### src/rtl/wbs_pkg.sv
package wbs_pkg;

  localparam int BUS_W = 32;
  localparam int LANES = BUS_W / 8;

  localparam logic [1:0] TR_IDLE   = 2'b00;
  localparam logic [1:0] TR_BUSY   = 2'b01;
  localparam logic [1:0] TR_NONSEQ = 2'b10;
  localparam logic [1:0] TR_SEQ    = 2'b11;

  typedef enum logic [1:0] {
    PH_IDLE = 2'd0,
    PH_XFER = 2'd1,
    PH_ERR1 = 2'd2,
    PH_ERR2 = 2'd3
  } phase_t;

  // transfer type that carries data
  function automatic logic is_active(input logic [1:0] tr);
    return (tr == TR_NONSEQ) || (tr == TR_SEQ);
  endfunction

  // size may not exceed the bus width
  function automatic logic size_legal(input logic [2:0] sz);
    return sz <= 3'd2;
  endfunction

  // little-endian byte lanes touched by a transfer
  function automatic logic [LANES-1:0] lane_mask(input logic [2:0] sz,
                                                 input logic [1:0] off);
    logic [LANES-1:0] m;
    case (sz)
      3'd0:    m = 4'b0001 << off;
      3'd1:    m = off[1] ? 4'b1100 : 4'b0011;
      3'd2:    m = 4'b1111;
      default: m = 4'b0000;
    endcase
    return m;
  endfunction

  // address lies in [base, base+span)
  function automatic logic in_window(input logic [31:0] a,
                                     input logic [31:0] base,
                                     input logic [32:0] span);
    logic [32:0] off;
    off = {1'b0, a} - {1'b0, base};
    return !off[32] && (off < span);
  endfunction

endpackage

### src/rtl/wbs_decode.sv
module wbs_decode
  import wbs_pkg::*;
#(
  parameter logic [31:0] BASE  = 32'h0,
  parameter int          DEPTH = 16,
  parameter int          IDX_W = 4
) (
  input  logic [31:0]      addr,
  input  logic [2:0]       size,
  output logic             hit,
  output logic [IDX_W-1:0] idx,
  output logic [LANES-1:0] mask
);
  localparam logic [32:0] SPAN = 33'(DEPTH * 4);

  logic [31:0] off;

  always_comb begin
    off  = addr - BASE;
    idx  = IDX_W'(off >> 2);
    hit  = in_window(addr, BASE, SPAN) && size_legal(size);
    mask = lane_mask(size, addr[1:0]);
  end
endmodule

### src/rtl/wbs_phase_ctrl.sv
module wbs_phase_ctrl
  import wbs_pkg::*;
#(
  parameter int WAIT_STATES = 1,
  parameter int IDX_W       = 4
) (
  input  logic             clk,
  input  logic             rst_n,
  input  logic             take,
  input  logic             hit,
  input  logic             wr_in,
  input  logic [IDX_W-1:0] idx_in,
  input  logic [LANES-1:0] mask_in,
  output phase_t           phase,
  output logic             ready_out,
  output logic             resp,
  output logic             cap_wr,
  output logic [IDX_W-1:0] cap_idx,
  output logic [LANES-1:0] cap_mask
);
  localparam int CNT_W = (WAIT_STATES < 2) ? 1 : $clog2(WAIT_STATES + 1);
  localparam logic [CNT_W-1:0] WAIT_LAST = CNT_W'(WAIT_STATES);

  logic [CNT_W-1:0] cnt;

  always_comb begin
    case (phase)
      PH_XFER: ready_out = (cnt == WAIT_LAST);
      PH_ERR1: ready_out = 1'b0;
      default: ready_out = 1'b1;
    endcase
    resp = (phase == PH_ERR1) || (phase == PH_ERR2);
  end

  always_ff @(posedge clk or negedge rst_n) begin
    if (!rst_n) begin
      phase    <= PH_IDLE;
      cnt      <= '0;
      cap_wr   <= 1'b0;
      cap_idx  <= '0;
      cap_mask <= '0;
    end else if (take) begin
      phase    <= hit ? PH_XFER : PH_ERR1;
      cnt      <= '0;
      cap_wr   <= wr_in & hit;
      cap_idx  <= idx_in;
      cap_mask <= mask_in;
    end else if (phase == PH_ERR1) begin
      phase <= PH_ERR2;
    end else if ((phase == PH_XFER) && !ready_out) begin
      cnt <= cnt + 1'b1;
    end else begin
      phase  <= PH_IDLE;
      cap_wr <= 1'b0;
    end
  end
endmodule

### src/rtl/wbs_lane_mem.sv
module wbs_lane_mem
  import wbs_pkg::*;
#(
  parameter int DEPTH = 16,
  parameter int IDX_W = 4
) (
  input  logic             clk,
  input  logic             rst_n,
  input  logic             we,
  input  logic [IDX_W-1:0] idx,
  input  logic [LANES-1:0] mask,
  input  logic [BUS_W-1:0] wdata,
  output logic [BUS_W-1:0] rword
);
  for (genvar g = 0; g < LANES; g++) begin : g_lane
    logic [7:0] bank [DEPTH];

    always_ff @(posedge clk or negedge rst_n) begin
      if (!rst_n) begin
        for (int w = 0; w < DEPTH; w++) bank[w] <= 8'h00;
      end else if (we && mask[g]) begin
        bank[idx] <= wdata[g*8 +: 8];
      end
    end

    assign rword[g*8 +: 8] = bank[idx];
  end
endmodule

### src/rtl/wait_bus_slave.sv
module wait_bus_slave
  import wbs_pkg::*;
#(
  parameter logic [31:0] BASE        = 32'h0,
  parameter int          DEPTH       = 16,
  parameter int          WAIT_STATES = 1
) (
  input  logic        clk,
  input  logic        rst_n,
  input  logic        sel,
  input  logic [31:0] addr,
  input  logic [1:0]  trans,
  input  logic        write,
  input  logic [2:0]  size,
  input  logic [31:0] wdata,
  input  logic        ready_in,
  output logic        ready_out,
  output logic        resp,
  output logic [31:0] rdata
);
  localparam int IDX_W = (DEPTH > 1) ? $clog2(DEPTH) : 1;

  // named internal events, used by the bound checker
  logic             addr_take;
  logic             commit_wr;
  logic             dec_hit;
  logic [IDX_W-1:0] dec_idx;
  logic [LANES-1:0] dec_mask;
  phase_t           phase;
  logic             cap_wr;
  logic [IDX_W-1:0] cap_idx;
  logic [LANES-1:0] cap_mask;
  logic [31:0]      rd_word;

  assign addr_take = sel && ready_in && is_active(trans);

  wbs_decode #(.BASE(BASE), .DEPTH(DEPTH), .IDX_W(IDX_W)) u_dec (
    .addr(addr), .size(size), .hit(dec_hit), .idx(dec_idx), .mask(dec_mask)
  );

  wbs_phase_ctrl #(.WAIT_STATES(WAIT_STATES), .IDX_W(IDX_W)) u_ctrl (
    .clk(clk), .rst_n(rst_n), .take(addr_take), .hit(dec_hit),
    .wr_in(write), .idx_in(dec_idx), .mask_in(dec_mask),
    .phase(phase), .ready_out(ready_out), .resp(resp),
    .cap_wr(cap_wr), .cap_idx(cap_idx), .cap_mask(cap_mask)
  );

  assign commit_wr = (phase == PH_XFER) && ready_out && cap_wr;

  wbs_lane_mem #(.DEPTH(DEPTH), .IDX_W(IDX_W)) u_mem (
    .clk(clk), .rst_n(rst_n), .we(commit_wr), .idx(cap_idx),
    .mask(cap_mask), .wdata(wdata), .rword(rd_word)
  );

  assign rdata = ((phase == PH_XFER) && !cap_wr) ? rd_word : 32'h0;
endmodule

### config.mk
export PLATFORM = sky130hd
export DESIGN_NAME = wait_bus_slave
export DESIGN_NICKNAME = d
export VERILOG_FILES = /design/src/rtl/wbs_pkg.sv /design/src/rtl/wbs_decode.sv /design/src/rtl/wbs_phase_ctrl.sv /design/src/rtl/wbs_lane_mem.sv /design/src/rtl/wait_bus_slave.sv
export SDC_FILE = /design/constraint.sdc
export NUM_CORES = 1
export LEC_CHECK = 0
export ABC_AREA = 1
export ABC_CLOCK_PERIOD_IN_PS = 2100
export CORE_ASPECT_RATIO = 0.75
export CORE_MARGIN = 2
export CORE_UTILIZATION = 26
export CTS_CLUSTER_DIAMETER = 40
export CTS_CLUSTER_SIZE = 24
export DETAILED_ROUTE_END_ITERATION = 10
export DONT_BUFFER_PORTS = 1
export MAX_ROUTING_LAYER = met4
export PLACE_DENSITY_LB_ADDON = 0.15
export RECOVER_POWER = 25
export SLEW_MARGIN = 25
export SYNTH_ARGS = -nofsm -noshare
export SYNTH_HDL_FRONTEND = slang
export SYNTH_SLANG_ARGS = --single-unit
### constraint.sdc
create_clock -name clk -period 2.1 [get_ports clk]
set_input_delay 0.42 -clock clk [delete_from_list [all_inputs] [get_ports clk]]
set_output_delay 0.42 -clock clk [all_outputs]
set_load 0.02 [all_outputs]
==> metrics.md <==
| Metric | Value |
|---|---|
| Final setup margin | `-811 ps` |
| Endpoints failing setup | `between 60 and 70` |
| Critical path launch point | `u_ctrl.cap_idx[0]` |
| GPL Wtd Cong | `around 0.76` |
| Average via count per standard cell | `4.43` |
| Pwr Density | `1040 nW/um^2` |
| Area growth syn-to-layout | `33.5%` |
| Pins Over Slew Limit | `396` |
| Dpl hpwl | `50700 microns` |
| Pin count of the biggest net entering global routing | `between 500 and 600` |
| Yosys cell types | `22` |
| Max Cap Viol | `0` |
| Clk slew on worst S/H paths | `roughly 40 ps` |
| Vias in the first global route | `20900` |
| Worst Clk Skew | `~21 ps` |
| Sink Count | `524` |
| CTS Buf Count | `about 110` |
| Tot GR Track Use | `17.4%` |
| Die height | `between 200 and 300 microns` |
| Hold Buf Count CTS | `6` |
| Global-route wire length before repair | `129000 microns` |
| Total power | `0.0347 W` |
| Later-pin clock latency in the skew report | `650 ps` |
| CTS tree | `done` |
| Worst hold path class | `in2async` |
| Sequential fraction of the synthesis area | `52.7%` |
| Syn Inst Count | `about 3400` |
| Startpoint types | `flop` |
| CTS root buf | `clkbuf_16` |
| Outcome | `complete, but fails checks` |
| Syn Std Cell Area | `approximately 25000 sq um` |
| H-tree Lvls | `3` |
| Peak VDD IR | `0.000625 V` |
| Vias | `21700` |
| Die footprint | `98300 sq um` |
| Drt drc | `0` |
| Critical path data required time | `1680 ps` |
| Crit path max fanout | `7` |
| Initial antenna violation count | `4` |
| Final #Nets | `about 3600` |
| Leak | `between 15 and 20 nW` |
| Async S/R FF share, synth | `100%` |
| Starting density of the core | `roughly a quarter` |
| Min Tclk post-route | `between 2000 and 3000 ps` |
| Die W | `361 microns` |
| Boundary Pins | `108` |
| WL per Instance | `17.6 microns` |
| RSZ-0062 raised after global routing | `yes` |
| Most frequent cells in the layout | `nand2_1 (1866), o21ai_0 (524), dfrtp_1 (521), clkbuf_16 (124), buf_4 (115)` |
| 1st-pass router iterations | `5` |
| Finished Core Util | `34.9%` |
| Starting DRC count in detailed routing | `1778` |
| Most common cell after layout, fill and taps aside | `nand2_1` |
| Least-Margin Pin Slew | `2660 ps` |
| Core region area | `95200 sq um` |
| Max-slew headroom | `-77.5%` |
| Worst reg2reg startpoint | `u_ctrl.cap_idx[0]` |
| Port Buffers | `0` |
| Layout cells sized above 1 | `16.1%` |
| Yosys warning total | `0` |
| Maximum clock rate | `344 MHz` |
| Worst Hold Margin | `-490 ps` |
| Failing checks | `negative hold slack, max-slew violations, negative setup slack` |
| Post-route ant nets | `0` |
| Final Cycle Share | `139%` |
| Commonest register cell after synthesis | `dfrtp_1` |
| CTS Buffer Depth | `3` |
| CP endpoint kind | `output pin` |
| Synthesis-stage register bit count | `524` |
| WL final | `85900 microns` |
| Global route overflow | `0` |
| Post-synth EDFFs | `0` |
| FP Rows | `98` |
| Mean Syn Cell Area | `7.38 sq um` |
| Syn Nets | `3450` |
| Fin. Hold Viols | `347` |
| Arr. time, crit path | `~2500 ps` |
| Crit Path Category | `reg2out` |
[final timing paths]
| check | to | slack [ps] | depth (start not counted) |
|---|---|---|---|
| min in group clk | u_ctrl.phase[0] | 50 | 3 |
| min reg2reg | u_mem.g_lane[1].bank[41] | 480 | 2 |
| min | u_mem.g_lane[0].bank[97] | -490 | 0 |
| max in group asynchronous | u_mem.g_lane[0].bank[9] | 530 | 0 |
| max reg2reg | u_mem.g_lane[1].bank[109] | -40 | 11 |
| max | rdata[29] | -810 | 13 |
[worst max-delay path, stage by stage, from the launching register on]
cell	delay [ps]
dfrtp_4	490
buf_12	190
clkinv_16	110
buf_12	150
buf_6	130
nand2_1	60
nand2_1	50
nand2_1	80
nand2_1	60
nand2_1	70
nand2_2	80
nor2_4	130
nor2_1	50
buf_4	160
[routing by layer]
metal	share of wire [%]	GRT usage, %
met5	0	-
met4	1.6	4.12
met3	3.6	2.85
met2	44	25.7
met1	51	24.8
[repair_timing]
| action | in CTS | in global routing |
|---|---|---|
| resized for setup | 57 | 173 |
| hold endpoints to repair | 531 | 524 |
| buffers inserted | 1 | 12 |
| cloned | 1 | 23 |
| pin swaps | 3 | 58 |
| endpoints found under the setup margin | 217 | 381 |
[cells by family after synthesis]
logic type | count (synthesis) | synth area share [%]
simple gates | 2064 | 31.4
compound gates | 531 | 10.7
flops | 524 | 52.7
buf+inv | 257 | 5.27
[cell type report]
| cell class | count | area (sq um) |
|---|---|---|
| inverter | 55 | 241 |
| clock buffer | 136 | 2990 |
| timing repair buffer | 260 | 3500 |
| fill | 10200 | 61900 |
| clock inverter | 60 | 792 |
| sequential | 524 | 13100 |
| timing repair inverter | 2 | 60.1 |
| multi-input combinational | 2595 | 11000 |
| tap | 1250 | 1560 |
| antenna | 4 | 10.0 |
[synthesized netlist by cell type, drive strengths merged (2+ instances only)]
cell    instances  share of area (%)
nor2          110                1.8
inv            54               0.81
buf            86                2.7
nand2        1944                 29
dfrtp         524                 53
nand3           6               0.17
clkbuf        116                1.7
o21ai         527                 11
a21oi           2              0.040
[power by group]
group | switching [W] | internal [W] | total [W]
Clock | 0.00578 | 0.0118 | 0.0176
Combinational | 0.00422 | 0.00261 | 0.00683
Sequential | 0.0000636 | 0.0102 | 0.0102
Total | 0.0101 | 0.0246 | 0.0347
[through the flow]
stage                     TNS (ps)  worst slack (ps)  std cells  instance area [sq um]
final                       -24710              -811       4886                  33200
after global routing        -40730              -933       4885                  33200
after CTS                   -26320              -859       4853                  32100
after detailed placement    -10490              -172       4649                  28000
after global placement       -8710              -179       4649                  28000
after floorplan                  0              32.3       3376                  24900
[sequential cells by signal, summed over array words and instances, names as in the netlist]
register,flops
u_mem.g_lane.bank,512
u_ctrl.phase,2
u_ctrl.cnt,1
u_ctrl.cap_idx,4
u_ctrl.cap_wr,1
u_ctrl.cap_mask,4
No activity file was read; power rests on OpenSTA's default activity.
